<file path="src/rtl/gpio_wake_pkg.sv">
// Shared register address encoding for the GPIO wake port.
package gpio_wake_pkg;
    typedef enum logic [1:0] {
        REG_DATA = 2'd0,
        REG_DIR  = 2'd1,
        REG_WEN  = 2'd2,
        REG_WSRC = 2'd3
    } gpio_reg_e;
endpackage

</file>
<file path="src/rtl/gpio_sync.sv">
// Two-flop synchronizer for a vector of asynchronous pad inputs.
// Assumes each bit is independent (no bus coherency needed); resets to
// RST_VAL so that idle-high pads give no edge after reset.
module gpio_sync #(
    parameter int          WIDTH   = 8,
    parameter logic [WIDTH-1:0] RST_VAL = '1
) (
    input  logic             clk,
    input  logic             rst_n,
    input  logic [WIDTH-1:0] async_in,
    output logic [WIDTH-1:0] sync_out
);
    logic [WIDTH-1:0] meta_q;

    // Shift the pad levels through two flops.
    always_ff @(posedge clk) begin
        if (!rst_n) begin
            meta_q   <= RST_VAL;
            sync_out <= RST_VAL;
        end else begin
            meta_q   <= async_in;
            sync_out <= meta_q;
        end
    end
endmodule

</file>
<file path="src/rtl/gpio_edge_detect.sv">
// Per-bit edge detector on synchronized inputs. Every bit reports falling
// edges; bits set in DUAL_MASK also report rising edges. Events last one
// cycle, the cycle in which the synchronized value first differs from the
// value held one clock earlier.
module gpio_edge_detect #(
    parameter int               WIDTH     = 8,
    parameter logic [WIDTH-1:0] DUAL_MASK = '0
) (
    input  logic             clk,
    input  logic             rst_n,
    input  logic [WIDTH-1:0] sync_in,
    output logic [WIDTH-1:0] evt
);
    logic [WIDTH-1:0] prev_q;
    logic [WIDTH-1:0] fall;
    logic [WIDTH-1:0] rise;

    // Remember the previous synchronized level.
    always_ff @(posedge clk) begin
        if (!rst_n) prev_q <= '1;
        else        prev_q <= sync_in;
    end

    assign fall = prev_q & ~sync_in;
    assign rise = ~prev_q & sync_in;

    for (genvar i = 0; i < WIDTH; i++) begin : g_bit
        if (DUAL_MASK[i]) begin : g_dual
            assign evt[i] = fall[i] | rise[i];
        end else begin : g_single
            assign evt[i] = fall[i];
        end
    end

    // a falling event never lasts two cycles on the same bit.
    a_r4_fall_single_cycle: assert property (@(posedge clk) disable iff (!rst_n)
        (|fall) |=> ((fall & $past(fall)) == '0));
endmodule

</file>
<file path="src/rtl/gpio_wake_port.sv">
// GPIO port with register access, halt wake-up and dual-edge source flags.
// Assumes: combinational read data, side effects on the clock edge, pads
// idle high during reset, and halt driven synchronously by the power
// controller.
module gpio_wake_port
    import gpio_wake_pkg::*;
#(
    parameter int WIDTH  = 8,
    parameter int DUAL_A = 4,
    parameter int DUAL_B = 5
) (
    input  logic             clk,
    input  logic             rst_n,
    input  logic [1:0]       addr,
    input  logic             wr_en,
    input  logic [WIDTH-1:0] wr_data,
    input  logic             rd_en,
    output logic [WIDTH-1:0] rd_data,
    input  logic             halt,
    input  logic [WIDTH-1:0] pad_in,
    output logic [WIDTH-1:0] pad_oe,
    output logic [WIDTH-1:0] pad_out,
    output logic             wake_req
);
    localparam int NDUAL = 2;
    localparam int DUAL_IDX [NDUAL] = '{DUAL_A, DUAL_B};
    localparam logic [WIDTH-1:0] DUAL_MASK =
        (WIDTH'(1) << DUAL_A) | (WIDTH'(1) << DUAL_B);

    logic [WIDTH-1:0] data_q, dir_q, wen_q;
    logic [NDUAL-1:0] wsrc_q, wsrc_set;
    logic [WIDTH-1:0] pin_sync, evt, wake_evt;
    logic             wsrc_clr;

    gpio_sync #(.WIDTH(WIDTH), .RST_VAL('1)) u_sync (
        .clk(clk), .rst_n(rst_n), .async_in(pad_in), .sync_out(pin_sync)
    );

    gpio_edge_detect #(.WIDTH(WIDTH), .DUAL_MASK(DUAL_MASK)) u_edge (
        .clk(clk), .rst_n(rst_n), .sync_in(pin_sync), .evt(evt)
    );

    // Enabled edges that count while halted.
    assign wake_evt = halt ? (evt & wen_q) : '0;
    assign wake_req = |wake_evt;

    for (genvar d = 0; d < NDUAL; d++) begin : g_src
        assign wsrc_set[d] = wake_evt[DUAL_IDX[d]];
    end
    assign wsrc_clr = rd_en && (addr == REG_WSRC);

    // Configuration registers, written from the bus.
    always_ff @(posedge clk) begin
        if (!rst_n) begin
            data_q <= '1;
            dir_q  <= '1;
            wen_q  <= '0;
        end else if (wr_en) begin
            case (addr)
                REG_DATA: data_q <= wr_data;
                REG_DIR:  dir_q  <= wr_data;
                REG_WEN:  wen_q  <= wr_data;
                default:  ;
            endcase
        end
    end

    // Sticky wake-source flags: clear on read, a new event wins.
    always_ff @(posedge clk) begin
        if (!rst_n) wsrc_q <= '0;
        else        wsrc_q <= (wsrc_q & ~{NDUAL{wsrc_clr}}) | wsrc_set;
    end

    // Read mux: latch for outputs, pin level for inputs.
    always_comb begin
        case (addr)
            REG_DATA: rd_data = (data_q & ~dir_q) | (pin_sync & dir_q);
            REG_DIR:  rd_data = dir_q;
            REG_WEN:  rd_data = wen_q;
            default:  rd_data = WIDTH'(wsrc_q);
        endcase
    end

    assign pad_oe  = ~dir_q;
    assign pad_out = data_q;

    // a direction write shows on the pad enables the next cycle.
    a_r1_dir_to_oe: assert property (@(posedge clk) disable iff (!rst_n)
        (wr_en && addr == REG_DIR) |=> (pad_oe == ~$past(wr_data)));
    // reset leaves every pin an input with the latch high.
    a_r2_reset_state: assert property (@(posedge clk)
        (!rst_n) |=> (pad_oe == '0 && pad_out == '1 && wsrc_q == '0));
    // an event from a dual pin always leaves its flag set.
    a_r8_set_wins: assert property (@(posedge clk) disable iff (!rst_n)
        (|wsrc_set) |=> ((wsrc_q & $past(wsrc_set)) == $past(wsrc_set)));
    // a flag read with no new event leaves the flags empty.
    a_r7_read_clears: assert property (@(posedge clk) disable iff (!rst_n)
        (rd_en && addr == REG_WSRC && wsrc_set == '0) |=> (wsrc_q == '0));
endmodule

</file>
<file path="config.mk">
export PLATFORM = sky130hd
export DESIGN_NAME = gpio_wake_port
export DESIGN_NICKNAME = d
export VERILOG_FILES = /design/src/rtl/gpio_wake_pkg.sv /design/src/rtl/gpio_sync.sv /design/src/rtl/gpio_edge_detect.sv /design/src/rtl/gpio_wake_port.sv
export SDC_FILE = /design/constraint.sdc
export NUM_CORES = 1
export LEC_CHECK = 0
export BUFFER_PORTS_ARGS = -buffer_cell sky130_fd_sc_hd__buf_2
export CORE_ASPECT_RATIO = 1.1
export CORE_MARGIN = 10
export CORE_UTILIZATION = 35
export CTS_CLUSTER_DIAMETER = 200
export DETAILED_ROUTE_END_ITERATION = 8
export PLACE_DENSITY = 0.67
export SLEW_MARGIN = 20
export SYNTH_ARGS = -nofsm -noshare
export SYNTH_HDL_FRONTEND = slang
export SYNTH_SLANG_ARGS = --single-unit
</file>
<file path="constraint.sdc">
create_clock -name clk -period 1.25 [get_ports clk]
set_input_delay 0.25 -clock clk [delete_from_list [all_inputs] [get_ports clk]]
set_output_delay 0.25 -clock clk [all_outputs]
set_load 0.005 [all_outputs]
</file>
Word level (Yosys, flattened, before mapping)
Cells that the tools add are included.
- output and inout port bits: 25
- input port bits: 23
- word-level logic and storage cells: 32
- register bits: 50
- bitwise gates (word level): 14
- equal/unequal tests: 3
- reductions and logical operators: 6
- mux-type cells: 2
- operators with widths (kind ; number):
    $and A8 B8 Y8 ; 4
    $pmux W8 S3 ; 1
    $not A8 Y8 ; 2
    $mux W8 ; 1
    $or A8 B8 Y8 ; 1
    $reduce_or A8 Y1 ; 1
    $and A6 B6 Y6 ; 1
    $not A6 Y6 ; 1
    $reduce_and A2 Y1 ; 3
    $eq A2 B2 Y1 const B ; 2
    $and A2 B2 Y2 ; 1
    $eq A2 B1 Y1 const B ; 1
    $logic_not A2 Y1 ; 1
    $not A2 Y2 ; 1
    $or A1 B1 Y1 ; 2
    $or A2 B2 Y2 ; 1
    $logic_and A1 B1 Y1 ; 1

Longest topological paths before layout
Gate-level depths: netlist (run 1).
- depth after elaboration: 6
- gate-level depth with buffers: 5
- gate-level depth less buffers: 3

Cells and area by module
A second synthesis (run 1) with hierarchy kept.
- cells, all modules: 210
- area total of the unflattened synthesis: 2035.7 µm²
- by module, submodules not included (module ; sequential area each (µm²) ; times used ; cells each ; area an instance (µm²)):
    gpio_wake_port ; 520.5 ; 1 ; 153 ; 1338.8
    gpio_sync ; 320.3 ; 1 ; 33 ; 431.7
    gpio_edge_detect ; 160.2 ; 1 ; 24 ; 265.3

Worst setup path before layout (run 1)
No wires, ideal clock.
- path type: register to output
- from: register u_sync.sync_out[5]
- to: output wake_req
- data required time: 1000 ps
- slack: 6 ps
- arrival time: 994 ps
- buffers on the path: 0
- cell stages (with the launch flop): 4
- cell sequence: dfxtp_1 -> xor2_1 -> a22o_1 -> o41a_1
- cells in the longest elaborated chain, start to end: 6
- elaborated cells on any way between the ends: 7
- classes of those cells: 1 x mux; 5 x bitwise; 1 x reduce/logical
- RTL lines (element ; line ; text):
    start: declaration ; gpio_sync.sv:11 ; output logic [WIDTH-1:0] sync_out
    start signal: assignment ; gpio_sync.sv:22 ; sync_out <= meta_q;
    $not A8 Y8 ; gpio_edge_detect.sv:24 ; assign fall = prev_q & ~sync_in;
    $and A8 B8 Y8 ; gpio_edge_detect.sv:24 ;
    $or A1 B1 Y1 (*) ; gpio_edge_detect.sv:29 ; assign evt[i] = fall[i] | rise[i];
    $and A8 B8 Y8 (*) ; gpio_wake_port.sv:44 ; assign wake_evt = halt ? (evt & wen_q) : '0;
    $mux W8 (*) ; gpio_wake_port.sv:44 ;
    $reduce_or A8 Y1 (*) ; gpio_wake_port.sv:45 ; assign wake_req = |wake_evt;
    end: declaration ; gpio_wake_port.sv:23 ; output logic wake_req
Every way passes the cells marked *; elsewhere a longest branch is shown, timed or not.

Worst setup path after layout (run 1)
Same ends and word-level chain as after synthesis.

==> impl_summary.md, run 1 <==
Flow run
The tool flagged a number of max-cap violations equal to 0.

Floorplanning
The floorplan step defined a die boundary enclosing 0.00896 mm^2. The floorplan has 28 rows. The die outline height is just under 100 um. Measured along the x axis, the die boundary spans 91.2 um. For this configuration, the core starts out at a cell density of 0.362.

The placeable core region is 0.00540 mm^2. 48 I/O pins were placed.

Final layout
The sequential cell area in the final layout is between 0.001 and 0.0015 mm^2. The antenna diode count is 0. In the final design database the tool counted slightly above 300 nets. The multi-input combinational cell area is 893 um^2.

In the final layout, the share of cells above drive strength 1 is 0.414. The most common cell after layout, fill and taps aside is buf_2. Counting the fill cells in the layout gives 563. The area growth from synthesis to layout is 35.5%. After the flow finishes, the layout carries non-filler instances totaling 360. The top cell types in the final layout, fill and taps aside, are buf_2 (47), nand2_1 (35), dfxtp_1 (30). At the end of the flow the core is filled with cells to 0.490.

Clock network
For this design, the CTS-stage hold fixing added 0 buffers. The clock passes through at most 2 buffers. The clock input transition at the sequential cells of the worst setup and hold paths is 80 ps.

The clock reaches the later pin of the worst-skew pair after 300 ps. The H-tree generated during clock tree synthesis spans 2 levels. CTS saw 50 sinks.

In this run, CTS created clock tree buffers numbering 5. TritonCTS built the clock tree. The buffer type at the clock tree root is clkbuf_8.

Routing
The detailed-route wire length is 4.66 mm. Using the TritonRoute via totals, the vias-per-cell ratio works out to ~4.5. After the first detailed-routing iteration, the DRC count stood at 130. Across all layers, the routed design uses 1628 vias. The remaining antenna violation count is 0. The number of optimization iterations in the first detailed-route pass is 4. The total DRC errors in the routed layout is 0. After detailed routing, the average wire length per cell comes to 12.9 um.

GRT
Across every metal layer, demand over resource in global routing totals 0.105. The number of global-route vias before repair is 1593. Entering global routing, the biggest net connects between 50 and 60 pins. The wire length of the first global-routing pass is between 7 and 8 mm.

The initial antenna violation count is 0. The total overflow left after global routing is 0.

Timing
The final-layout setup total negative slack is -2080 ps. The transition time at the pin with the least slew margin is roughly 320 ps. The count of endpoints failing setup in the final report is 9. The final clock period utilization by the worst path is 1.37. The minimum clock period after layout is approximately 1700 ps. On the final layout, the worst hold slack is approximately 130 ps. Headroom to the max-slew limit came out at 0.787.

On the final layout, the worst clock skew is 8.17 ps. The final count of hold timing violations is 0. The number of pins with negative max-slew slack in the final report is 0. Setup repair after global routing could not meet its margin everywhere. Once routing completed, OpenROAD measured the worst setup slack at -463 ps.

Static timing analysis puts the maximum clock frequency at 0.584 GHz.

Worst setup path
Data arrives at the worst endpoint at 1460 ps. At the worst endpoint, the required time is 1000 ps. The worst setup path is of the register to output port kind. The worst setup path is launched from a register. The category of the worst setup path capture point is an output port. In this run the worst path has a maximum fanout of 3.

Synth
The area of the mapped netlist is 0.00195 mm^2. The total number of yosys warnings is 0. The number of different library cells used by synthesis comes to 29. The synthesized net count is 239. Sorting the synthesized cells by area gives the leading types as dfxtp_1 (51%), nand2b_1 (7.7%), nand2_1 (6.7%), o211ai_1 (5.4%), nand3_1 (2.8%). The biggest area contributor in the post-synthesis netlist is dfxtp_1.

The fraction of synthesized cell area taken by the top area cell type is 0.513. After technology mapping, the gate count stands at between 200 and 250. The share of the Yosys chip area taken by registers is 0.513. The mean instance size in the synthesized netlist is 9.03 um^2. The total of flip-flops plus latches after synthesis is 50.

Place
Once detailed placement completed, the half-perimeter wirelength came to 3.40 mm. At the end of routability-driven placement, the weighted congestion stood at 0.885. The number of buffers added on ports is 47. The placed cell count is 350.

Status
The flow ran to the end, but the final reports show violations. The final reports fail on negative setup slack.

Power and ir drop
The static power due to leakage is 1.15 nW. The total power is between 0.003 and 0.004 W. Across the VDD grid, the largest voltage drop is 0.514 mV.

The ratio of total power to cell area is 1150 mW/mm^2.

Min path
The class of the most critical hold timing path is primary input to register.
per-stage QoR:
stage / worst slack [ps] / area, um^2
after floorplan: 6.36 / 1950
after global placement: -162 / 2430
after detailed placement: -161 / 2430
after CTS: -477 / 2570
after global routing: -516 / 2640
final: -463 / 2640
routing by layer:
layer	vias to the layer above	routed length (um)	GRT usage	part of all wire
li1	863	-	-	-
met1	723	2280	0.140	0.49
met2	34	2080	0.152	0.45
met3	8	214	0.0368	0.046
met4	0	75	0.0410	0.016
met5	-	0	0	0
path summary, 6_finish.rpt:
| kind | start | to | slack (ps) | depth (start not counted) |
|---|---|---|---|---|
| min reg2reg | u_sync.meta_q[0] | u_sync.sync_out[0] | 410 | 1 |
| max reg2reg | u_sync.sync_out[5] | wsrc_q[1] | 380 | 3 |
| min | pad_in[2] | u_sync.meta_q[2] | 130 | 2 |
| max | u_sync.sync_out[5] | wake_req | -460 | 4 |
worst max-delay path: stages (launching register included):
cell and delay, ps:
dfxtp_2 330, xor2_1 170, a22o_1 210, o41a_1 320, buf_2 140
power breakdown:
group	switching [W]	total, W	leakage, nW	internal (W)
registers	0.0000350	0.00170	0.403	0.00166
logic	0.000188	0.000389	0.698	0.000201
clock network	0.000509	0.000956	0.0482	0.000447
total	0.000732	0.00304	1.15	0.00231
cell families (layout without fill, tap and decap cells):
kind of cell / after synthesis / after routing / synth area share
simple gates: 86 / 86 / 0.234
flops: 50 / 50 / 0.513
compound gates: 49 / 49 / 0.177
buf+inv: 27 / 96 / 0.0564
xor+xnor: 2 / 2 / 0.00898
mux: 2 / 2 / 0.0103
registers in the layout, summed over array words and instances (netlist names):
register and cells:
wen_q 8, u_sync.sync_out 8, pad_out 8, u_edge.prev_q 8
wsrc_q 2, dir_q 8, u_sync.meta_q 8
synthesized netlist by cell type:
master	number
a21boi_1	4
inv_1	14
o21ai_1	4
nor2b_1	2
xor2_1	2
clkbuf_1	5
a32oi_1	2
nor3b_2	1
buf_1	1
nand2_1	35
dfxtp_1	50
nor3b_1	2
a22o_1	1
nand3_1	11
mux2i_1	2
buf_2	7
or3b_1	1
nand3b_1	6
and2b_1	1
nor3_1	2
o21ai_0	9
a21oi_1	2
and3b_1	1
a21boi_0	4
nand2b_1	24
o41a_1	1
o211ai_1	14
o21a_1	2
o31a_1	6
layout make-up:
type,instances,area share
inverters,14,0.0199
clock buffers,7,0.0327
multi-input cells,139,0.338
flip-flops and latches,50,0.388
well taps,75,0.0355
repair buffers,74,0.184
clock inverters,1,0.00189
timing repair:
item | 4_1_cts | 5_1_grt
buffers inserted | 2 | 0
pin swaps | 14 | 8
setup endpoints to repair | 9 | 9
resized for setup | 26 | 23
Note: power is estimated with default switching activity, not from simulation.
==> run 2: changes to the inputs <==
- MAX_ROUTING_LAYER: unset -> met4
- PLACE_DENSITY: 0.67 -> 0.65
- clock period: 1.25 -> 2.21 ns (I/O delays scaled with it)
==> run 2 against run 1 <==
The flow now finishes without violations. Via count is 3.3% lower. Global-route usage is 0.31 points higher. Sequential share of layout area is 2.8 points higher. Count of clock-buffer cells in the layout is 1 lower. Core utilization is 4.5 points lower. Non-clock buffer count is 22 lower. Combinational power is 55% lower. Register-to-register slack better by 940 ps. Clock skew is 2.1 ps lower. Die area stayed put. Flip-flop and latch count stayed put.
==> impl_summary.md, run 2 (same netlist as run 1, synthesis figures left out) <==
Status
The run finished with clean final reports.

Clock network
Buffers added to address setup during post-CTS repair amount to 0. Clock tree synthesis selected as its root buffer the cell clkbuf_8. The post-cts repair resize count is 0. The number of buffers added by the clock tree synthesis step is 5. The H-tree was split into 2 levels. For the worst-skew pair, the clock arrives at the later sink with an insertion delay of around 310 ps. The TritonCTS clock tree is built. The clock drives 50 sinks. The number of hold-repair buffers added at the cts stage is 0. After clock tree synthesis, the clock-pin slew on the worst setup and hold paths is 80 ps. No sink is reached through more buffers than the 2 on the longest clock path.

Power and ir drop
IR analysis of the VDD net gives a maximum drop of 0.460 mV. Cell internal power was estimated by the tool at about 0.0015 W. Of the total power, the clock network draws 0.406. The combinational cell fraction of total power is 0.091. Of the total power, the share spent switching nets is 0.213. The switching power total is just over 0.0004 W. The ratio of total power to cell area is 794 mW/mm^2. The static power due to leakage is 1.04 nW. The relative contribution of sequential cells to total power is 0.503.

Routing
The detailed-route wire length is 4.53 mm. For this block, the initial DRC count from the detailed router was slightly below 70. The total DRC errors in the routed layout is 0.

The detail-routed via count per cell is about 4.7. In the final routed layout, each cell accounts on average for roughly 13 um. The remaining antenna violation count is 0. The first TritonRoute pass finished after 4 iterations. Detailed routing inserted a total of 1574 vias.

Place
The HPWL after detailed placement is 3.46 mm. The global placer's final weighted congestion is approximately 0.9. The instance area after placement is 0.00226 mm^2. The number of buffers added on ports is 47.

GRT
The fraction of met1 tracks used by global routing is 0.128. The combined global-route utilization of all metal layers is 0.108. The global-route met2 utilization is 0.164. The wire length of the first global-routing pass is 7.71 mm. The number of global-route vias before repair came to 1563.

The largest net degree at the start of global routing is 20. The residual overflow from global routing is 0. In the global route stage, met3 resource usage came out at 0.0345. The highest-utilization routing layer at the global route stage is met2.

The initial antenna violation count is 0.

Final layout
The area of all placed cells without fillers is about 0.0024 mm^2. The top cell types in the final layout, fill and taps aside, are dfxtp_1 (50), buf_2 (47), nand2_1 (35). The count of nets after finishing is 285. The number of antenna diodes in the final layout is 0. The multi-input combinational cell area is 840 um^2.

The library cell used most frequently in the layout, excluding fill and tap cells, is dfxtp_1. In the final layout, the share of cells above drive strength 1 is 0.232. The area growth from synthesis to layout is 23.2%. The count of fill cells added during filler insertion is between 500 and 600.

The sequential cell area in the final layout is around 0.0010 mm^2.

Worst setup path
In this run the worst path has a maximum fanout of 3. STA puts the critical path data arrival time at 1520 ps. STA classifies the critical path endpoint as an output port. The critical path start-end classification is register to output port. The worst setup path is launched from a register.

For the worst setup path, the data required time is 1770 ps.

Floorplanning
The die outline height is 98.3 um. In this run the standard cell core region covers roughly 0.0054 mm^2. The initial cell density of the core is 0.362. The width of the chip is 91.2 um. The I/O pin count is 48.

The standard-cell row count is 28. The die covers 0.00896 mm^2.

Timing
Setup violations remaining at the end of the flow were counted as 0. The final-layout setup total negative slack is 0 ps. Setup repair after global routing left no endpoint under its margin. For the pin with the worst max-slew slack, the measured transition is 510 ps. The routed design could run at a clock period as short as between 1500 and 2000 ps. The final count of hold timing violations is 0. The worst-case clock skew is 6.05 ps. The final clock period utilization by the worst path is 0.887.

Headroom to the max-slew limit came out at 0.660. The number of pins with negative max-slew slack in the final report is 0. The timing-limited maximum frequency is 0.510 GHz.

Min path
The path class of the tightest hold or removal check is primary input to register.

Flow run
The max capacitance violation total is 0.
-- run 2: cell types whose count changed in the layout (fill, tap and decap cells not counted), moves of 3 or more --
cell and delta:
dfxtp_2 -20, buf_6 -6, buf_4 -14, o21ai_0 +7
dfxtp_1 +20, o21ai_2 -9, inv_2 -3, inv_1 +3
-- run 2: metrics by stage --
stage	utilization	hold slack (ps)	total power [W]	cells	setup slack, ps
after floorplan	-	386	0.00107	216	765
after CTS	0.445	301	0.00193	338	232
final	0.445	311	0.00191	338	249
after global routing	0.445	300	0.00199	338	173
after detailed placement	0.419	392	0.00116	330	326
after global placement	0.419	389	0.00115	330	360
-- run 2: critical path, cell delays in order, from the launching register on --
cell and delay (ps):
dfxtp_1 340, xor2_1 180, a22o_1 240, o41a_1 310
buf_2 140
-- run 2: path summary, 6_finish.rpt --
path                      startpoint                 end  slack (ps)  depth (start not counted)
setup / recovery  u_sync.sync_out[5]            wake_req         250                          4
hold / removal             pad_in[1]    u_sync.meta_q[1]         310                          2
setup reg to reg  u_sync.sync_out[5]           wsrc_q[1]        1320                          3
hold reg to reg     u_sync.meta_q[6]  u_sync.sync_out[6]         410                          1
-- run 2: cell type report --
class                      count  area share
sequential                    50       0.417
multi-input combinational    139       0.349
timing repair buffer          52       0.114
tap                           75      0.0391
clock buffer                   6      0.0344
clock inverter                 2      0.0250
inverter                      14      0.0219
-- run 2: routing by layer --
metal,up-vias,wire [um]
li1,819,-
met2,49,2010
met4,0,100
met1,697,2200
met5,-,0
met3,9,222
-- run 2: power by group through the flow --
stage,registers [W],logic (W),clock network [W]
after global routing,0.000965,0.000197,0.000833
final,0.000959,0.000174,0.000775
after CTS,0.000959,0.000176,0.000794
after floorplan,0.000974,0.000101,0
after detailed placement,0.000980,0.000176,0
after global placement,0.000980,0.000174,0
